File: src/rtl/nlt_pkg.sv
package nlt_pkg;
    typedef enum logic [1:0] {
        S_FILL,
        S_NEXT,
        S_SHIFT
    } tx_state_e;

    localparam logic [7:0] TERM_CHAR = 8'h0A;
endpackage

File: src/rtl/nlt_baud.sv
module nlt_baud #(
    parameter int CPB = 868
) (
    input  logic clk,
    input  logic rst_n,
    input  logic en,
    output logic tick
);
    localparam int CW = (CPB > 2) ? $clog2(CPB) : 1;
    localparam logic [CW-1:0] LAST = CW'(CPB - 1);

    logic [CW-1:0] cnt;

    always_ff @(posedge clk) begin
        if (!rst_n || !en) cnt <= '0;
        else if (cnt == LAST) cnt <= '0;
        else cnt <= cnt + 1'b1;
    end

    assign tick = en && (cnt == LAST);
endmodule

File: src/rtl/nlt_ser.sv
module nlt_ser #(
    parameter int CPB = 868
) (
    input  logic       clk,
    input  logic       rst_n,
    input  logic       load,
    input  logic [7:0] data,
    output logic       txd,
    output logic       active,
    output logic       done
);
    logic       tick;
    logic [3:0] bitn;
    logic [9:0] sh;

    nlt_baud #(.CPB(CPB)) u_baud (
        .clk  (clk),
        .rst_n(rst_n),
        .en   (active),
        .tick (tick)
    );

    assign done = active && tick && (bitn == 4'd9);

    always_ff @(posedge clk) begin
        if (!rst_n) begin
            active <= 1'b0;
            bitn   <= '0;
            sh     <= '1;
        end else if (load) begin
            active <= 1'b1;
            bitn   <= '0;
            sh     <= {1'b1, data, 1'b0};
        end else if (done) begin
            active <= 1'b0;
            sh     <= '1;
        end else if (tick) begin
            bitn <= bitn + 1'b1;
            sh   <= {1'b1, sh[9:1]};
        end
    end

    assign txd = active ? sh[0] : 1'b1;


    load_idle_chk: assert property (@(posedge clk) disable iff (!rst_n)
        load |-> !active);

    start_low_chk: assert property (@(posedge clk) disable iff (!rst_n)
        load |=> !txd);
endmodule

File: src/rtl/nlt_buf.sv
module nlt_buf #(
    parameter int DEPTH = 256
) (
    input  logic                     clk,
    input  logic                     rst_n,
    input  logic                     clr,
    input  logic                     push,
    input  logic [7:0]               din,
    input  logic                     pop,
    output logic [7:0]               dout,
    output logic [$clog2(DEPTH)-1:0] level,
    output logic                     empty
);
    localparam int AW = $clog2(DEPTH);

    logic [7:0]    mem [DEPTH];
    logic [AW-1:0] wr_ptr;
    logic [AW-1:0] rd_ptr;

    always_ff @(posedge clk) begin
        if (!rst_n || clr) begin
            wr_ptr <= '0;
            rd_ptr <= '0;
        end else begin
            if (push) wr_ptr <= wr_ptr + 1'b1;
            if (pop)  rd_ptr <= rd_ptr + 1'b1;
        end
    end

    always_ff @(posedge clk) begin
        if (push) mem[wr_ptr] <= din;
    end

    assign dout  = mem[rd_ptr];
    assign level = wr_ptr;
    assign empty = (rd_ptr == wr_ptr);


    no_overflow_chk: assert property (@(posedge clk) disable iff (!rst_n)
        push |-> wr_ptr != AW'(DEPTH - 1));

    no_underrun_chk: assert property (@(posedge clk) disable iff (!rst_n)
        pop |-> !empty);
endmodule

File: src/rtl/nl_pkt_tx.sv
module nl_pkt_tx #(
    parameter int CLK_HZ  = 100_000_000,
    parameter int BAUD    = 115_200,
    parameter int MAX_PKT = 256
) (
    input  logic       clk,
    input  logic       rst_n,
    input  logic       wr_valid,
    input  logic [7:0] wr_data,
    output logic       wr_ready,
    input  logic       pkt_end,
    output logic       txd,
    output logic       busy,
    output logic       overflow
);
    import nlt_pkg::*;

    localparam int CPB = CLK_HZ / BAUD;
    localparam int AW  = $clog2(MAX_PKT);
    localparam logic [AW-1:0] MAX_PAY = AW'(MAX_PKT - 1);

    tx_state_e     state, state_nx;
    logic          is_term;
    logic          accept, push, pop, clr, load, set_term;
    logic [7:0]    buf_q, ser_data;
    logic [AW-1:0] level;
    logic          empty, ser_active, ser_done;

    nlt_buf #(.DEPTH(MAX_PKT)) u_buf (
        .clk  (clk),
        .rst_n(rst_n),
        .clr  (clr),
        .push (push),
        .din  (wr_data),
        .pop  (pop),
        .dout (buf_q),
        .level(level),
        .empty(empty)
    );

    nlt_ser #(.CPB(CPB)) u_ser (
        .clk   (clk),
        .rst_n (rst_n),
        .load  (load),
        .data  (ser_data),
        .txd   (txd),
        .active(ser_active),
        .done  (ser_done)
    );

    always_ff @(posedge clk) begin
        if (!rst_n) state <= S_FILL;
        else        state <= state_nx;
    end

    always_comb begin
        state_nx = state;
        wr_ready = 1'b0;
        busy     = 1'b1;
        load     = 1'b0;
        pop      = 1'b0;
        clr      = 1'b0;
        set_term = 1'b0;
        ser_data = buf_q;
        unique case (state)
            S_FILL: begin
                wr_ready = 1'b1;
                busy     = 1'b0;
                if (pkt_end) state_nx = S_NEXT;
            end
            S_NEXT: begin
                load     = 1'b1;
                state_nx = S_SHIFT;
                if (empty) begin
                    ser_data = TERM_CHAR;
                    set_term = 1'b1;
                end else begin
                    pop = 1'b1;
                end
            end
            S_SHIFT: begin
                if (ser_done) begin
                    if (is_term) begin
                        state_nx = S_FILL;
                        clr      = 1'b1;
                    end else begin
                        state_nx = S_NEXT;
                    end
                end
            end
            default: state_nx = S_FILL;
        endcase
    end

    assign accept = wr_valid && wr_ready;
    assign push   = accept && (level < MAX_PAY);

    always_ff @(posedge clk) begin
        if (!rst_n) begin
            is_term  <= 1'b0;
            overflow <= 1'b0;
        end else begin
            if (set_term) is_term <= 1'b1;
            else if (clr) is_term <= 1'b0;
            if (accept && level == MAX_PAY) overflow <= 1'b1;
        end
    end


    ovf_sticky_chk: assert property (@(posedge clk) disable iff (!rst_n)
        overflow |=> overflow);

    txd_idle_chk: assert property (@(posedge clk) disable iff (!rst_n)
        !busy |-> txd);

    busy_fall_chk: assert property (@(posedge clk) disable iff (!rst_n)
        $fell(busy) |-> txd && !ser_active);

    no_push_busy_chk: assert property (@(posedge clk) disable iff (!rst_n)
        busy |-> !push);
endmodule

File: config.mk
export PLATFORM = sky130hd
export DESIGN_NAME = nl_pkt_tx
export DESIGN_NICKNAME = d
export VERILOG_FILES = /design/src/rtl/nlt_pkg.sv /design/src/rtl/nlt_baud.sv /design/src/rtl/nlt_ser.sv /design/src/rtl/nlt_buf.sv /design/src/rtl/nl_pkt_tx.sv
export SDC_FILE = /design/constraint.sdc
export NUM_CORES = 2
export LEC_CHECK = 0
export BUFFER_PORTS_ARGS = -buffer_cell sky130_fd_sc_hd__clkbuf_2
export CORE_MARGIN = 2
export CORE_UTILIZATION = 35
export DETAILED_ROUTE_END_ITERATION = 10
export GPL_TIMING_DRIVEN = 0
export PLACE_DENSITY = 0.61
export SLEW_MARGIN = 0
export SYNTH_ARGS = -nofsm -noshare
export SYNTH_HDL_FRONTEND = slang
export SYNTH_SLANG_ARGS = --single-unit
File: constraint.sdc
create_clock -name clk -period 2.8 [get_ports clk]
set_input_delay 0.28 -clock clk [delete_from_list [all_inputs] [get_ports clk]]
set_output_delay 0.28 -clock clk [all_outputs]
set_load 0.005 [all_outputs]
Word level (Yosys, flattened, before mapping)
Memories as Yosys holds them, arrays and structs flattened. A register that Yosys moved wholly into a read port is not among the register bits.
Cells that the tools add are included.
Widths: inputs -> output; s select.
Cells by class
  reductions and logical operators: 18
  equality and inequality tests: 8
  $mul: 0
  shift-type cells: 0
  add/sub/neg operators: 4
  $lt $le $gt $ge: 1
  divide/modulo/power cells: 0
  bitwise logic cells: 2
  multiplexer cells: 28
Operators with widths (count)
  $mux 8: 4
  $mux 9: 3
  $mux 1: 18
  $add 8x1->8 const B: 2
  $add 10x1->10 const B: 1
  $eq 10x10->1 const B: 1
  $eq 8x8->1: 1
  $eq 8x8->1 const B: 1
  $lt 8x8->1 const B: 1
  $logic_and 1x1->1: 6
  $pmux 2 s3: 1
  $add 4x1->4 const B: 1
  $eq 4x4->1 const B: 1
  $mux 2: 2
  $ne 2x2->1 const B: 2
  $reduce_and 2->1: 2
  $reduce_bool 2->1: 2
  $reduce_or 2->1: 2
  $reduce_bool 3->1: 1
  $eq 2x1->1 const B: 1
  $eq 2x2->1 const B: 1
  $logic_not 1->1: 2
  $logic_not 2->1: 1
  $logic_or 1x1->1: 2
  $not 1->1: 2
Storage, ports and cells
  memories kept: 1
  bits in latches: 0
  bits in writable memories: 2048
  word-level logic and storage cells: 71
  ROM bits: 0
  bits in registers: 44
Memories
  u_buf.mem: words 256, bits a word 8, rd ports 1, clocked after Yosys merged registers in 1, wr ports 1, RTL line nlt_buf.sv:16  | logic [7:0] mem [DEPTH];

Longest topological paths before layout
  word-level depth: 8
  depth in mapped cells: 14
  depth with buffers taken out: 9

By module
A second synthesis with hierarchy kept.
Second synthesis, totals
  cell total of the unflattened synthesis: 3983
  area total of the unflattened synthesis: 82207.6 sq um
By module, submodules not included
  nlt_buf: cells an instance 3809, sequential area each 61979.4 sq um, area each 80760.0 sq um, instances 1
  nlt_ser: cells an instance 88, sequential area each 280.3 sq um, area each 723.2 sq um, instances 1
  nlt_baud: cells an instance 54, sequential area each 200.2 sq um, area each 459.2 sq um, instances 1
  nl_pkt_tx: cells an instance 32, sequential area each 80.1 sq um, area each 265.3 sq um, instances 1

Least setup slack after synthesis
OpenSTA, ideal clock, no wires.
  path type: register to register
  start: register u_buf.wr_ptr[5], in the netlist u_buf.level[5]
  end: memory u_buf.mem[104][0] (enable)
  cell stages (with the launch flop): 9
  arrival: 2309 ps
  setup time: 370 ps
  period minus slack after synthesis: 2679 ps
  path slack: 121 ps
  cells stage by stage: dfxtp_1 clkbuf_1 nand4_1 nor2_1 nor2_1 clkbuf_1 nand3_1 clkbuf_1 nor2_1
On the way
  longest elaborated chain between the ends: 4
RTL lines
  from (decl): RTL line nlt_buf.sv:17  | logic [AW-1:0] wr_ptr;
  from (signal assigned): RTL line nlt_buf.sv:25  | if (push) wr_ptr <= wr_ptr + 1'b1;
  $lt 8x8->1: RTL line nl_pkt_tx.sv:96  | assign push = accept && (level < MAX_PAY);
  $logic_and 1x1->1: RTL line nl_pkt_tx.sv:96
  $mux 1: RTL line nlt_buf.sv:31  | if (push) mem[wr_ptr] <= din;
  $mux 1 (not written as such): RTL line nlt_buf.sv:31
  to (decl): RTL line nlt_buf.sv:16
Several ways; a longest one is shown, not always the timed one.

==> out/metrics.yaml <==
pre_cts_slack_ps: -2730
p_seq_share_pct: 52.3
grt.overflow.total: 0
die_h_um: 487
grt_pass1_vias: 42800
violations: "setup timing"
rows: 177
synth_ff_type: "edfxtp_1"
maxCapViolations: 0
setup_viol: 802
final_cell_mix: "edfxtp_1 (2048), mux4_2 (550), clkbuf_16 (217), buf_4 (180), nor2_4 (148)"
status: "complete, but fails checks"
relSlewSlack_pct: 16.1
fin_crit_sh_pct: 120
required_ps: 3510
async_flop_share_pct: 0
die_area_sq_mm: 0.237
yosysUniqueCellTypes: 62
muxShareOfSynthArea_pct: 16.4
tritoncts.num_buffers: 211
dieWidth_um: 487
nFillCells: 19500
firstDrtPassIters: 6
wl_met1_um: 104000
routed_wirelength_um: 287000
maxUsedRoutingLayer: "met5"
path_class: "flip-flop to flip-flop"
critPathMaxFanout: 10
combPwrFrac_pct: 5.2
syn_area_per_cell_sq_um: 21.6
yosysSeqAreaShare_pct: 76.6
worstSetupStartpointType: "flip-flop"
leakagePower_nw: 30.1
synth-compound-area-share_pct: 2.14
track_usage_pct: 23.8
synthAdderAreaFrac_pct: 0.123
hp-class: "input pin to flip-flop"
final_common_cell: "edfxtp_1"
tightest_slew_ps: 1260
drive_gt1_share_pct: 38.2
worst_slack_ps: -554
num_vias: 45700
synth_edf_count: 2048
fin_cells: 7511
hold_viol_final: 0
whs_ps: 55.1
vdd_drop_max_uv: 495
viasPerCell: 6.08
synthSimpleGateAreaFrac_pct: 2.65
wl_met2_um: 126000
antenna_found_initial: 18
syn_inst: 3784
fin_skew_ps: 51.7
pwr_density_cell_mw_per_mm2: 662
met3_wirelength_um: 38700
coreArea_sq_mm: 0.232
post-route-drc-count: 0
cts.path.max_buffers: 3
synth-seq-cells: 2100
start_util_pct: 35.1
grt_pass1_wl_um: 379000
synth_xor_area_share_pct: 0.333
htree_levels: 4
arrival_ps: 4070
grt_max_degree: 149
cts_root_buf: "clkbuf_16"
hpwlAfterDp_um: 181000
cts_sinks: 2100
initialDrtViolationCount: 8741
postLayoutCoreUtil_pct: 43.0
final_max_slew_viol_count: 0
clkTransAtPathRegs_ps: 60
postLayoutCellArea_sq_mm: 0.0999
placed_cells_incl_taps: 6863
synth_top_family_by_area: "multiplexers"
end_kind: "flip-flop"
place.gp.congestion: 0.972
areaGrowthSynthToFinish_pct: 22.3
pwr-share-clk_pct: 42.5
p_int_mw: 51.6
placed_area_sq_mm: 0.0860
p_sw_share_pct: 21.9
io_buffer_count: 14
max_clock_freq_mhz: 298
antenna_left: 0
io_pins: 16
synth_area_sq_mm: 0.0816
clock_latency_ps: 870
rsz0062_at_grt: "yes"
final.min_clock_period_ps: 3350
cts_tree: "yes"
switchingPower_mw: 14.5
wl_per_cell_um: 38.2
final_net_count: 4301
yosys_warnings: 0
## Yosys cell counts (14+ instances only)
master | instances | area, sq um
a21oi_1 | 47 | 235
a22oi_1 | 53 | 398
buf_2 | 48 | 240
buf_4 | 22 | 165
buf_6 | 34 | 383
clkbuf_1 | 95 | 357
dfxtp_1 | 52 | 1040
edfxtp_1 | 2048 | 61500
mux2i_1 | 100 | 1000
mux4_2 | 550 | 12400
nand2_1 | 69 | 259
nand3_1 | 39 | 195
nor2_1 | 318 | 1190
nor2b_1 | 14 | 87.6
o21ai_0 | 24 | 120
o221ai_1 | 38 | 333
o22ai_1 | 27 | 169
xor2_1 | 19 | 166
## repair_timing
item	CTS	global route
hold buffers	4	0
buffers inserted	170	77
endpoints found under the setup margin	2075	1932
gates resized for setup	894	209
hold endpoints to repair	16	0
gates cloned	3	0
pin swaps	64	60
## flip-flops by register name (all words and copies together), names as in the netlist, named ones only
name / flops
u_ser.bitn: 4
is_term: 1
u_ser.sh: 9
u_ser.u_baud.cnt: 10
u_ser.active: 1
overflow: 1
u_buf.rd_ptr: 8
state: 2
u_buf.level: 8
u_buf.mem: 2048
## kinds of logic after synthesis
group,Yosys count
AO/OA/AOI/OAI,253
XOR/XNOR,31
adder cells (fa/ha/maj),8
buffers and inverters,233
flip-flops,2100
multiplexers,651
other,1
AND/OR/NAND/NOR,507
## layout make-up
type                            instances  area [sq um]  share of cell area (%)
Sequential cell                      2100         62500                    62.6
Multi-Input combinational cell       1458         19900                    19.9
Clock buffer                          265          5550                    5.56
Tap cell                             3043          3810                    3.81
Timing Repair Buffer                  283          3380                    3.39
Buffer                                213          3380                    3.39
Clock inverter                        129          1200                    1.21
Inverter                               14          62.6                  0.0627
Antenna cell                            6          15.0                  0.0150
## critical path, cell delays in order (launching register included)
cell     delay [ps]
dfxtp_1         360
buf_8           200
buf_6           250
buf_8           290
buf_8           310
mux4_2          410
a22oi_2         230
a21oi_4         130
nor4_4          520
o22ai_2         130
o21ai_2         220
nand3_1          90
## power by group through the flow
stage          Combinational (mW)  Sequential (mW)  Clock, mW
2_1_floorplan                1.24             35.2          0
3_3_place_gp                 2.52             35.4          0
3_5_place_dp                 2.62             35.2          0
4_1_cts                      3.19             34.5       28.1
5_1_grt                      3.46             34.5       29.3
6_report                     3.41             34.6       28.1
## per-layer routing
layer | GRT usage, % | up-vias
li1 | - | 16900
met1 | 31.7 | 24400
met2 | 35.0 | 3654
met3 | 7.02 | 728
met4 | 12.9 | 8
met5 | 0 | -
## per-stage QoR
stage	TNS [ps]	total power, mW
2_1_floorplan	0	36.4
3_3_place_gp	-6828900	37.9
3_5_place_dp	-2954880	37.8
4_1_cts	-105570	65.9
5_1_grt	-37070	67.3
6_report	-41900	66.1
## path summary, 6_finish.rpt
kind | startpoint | endpoint | slack [ps] | cells after the start
max | flip-flop | u_ser.sh[8] | -550 | 11
min | wr_data[1] | u_buf.mem[219][1] | 60 | 1
max reg2reg | flip-flop | u_ser.sh[8] | -550 | 11
min reg2reg | u_ser.u_baud.cnt[0] | u_ser.u_baud.cnt[0] | 460 | 1
No activity file was read; power rests on OpenSTA's default activity.
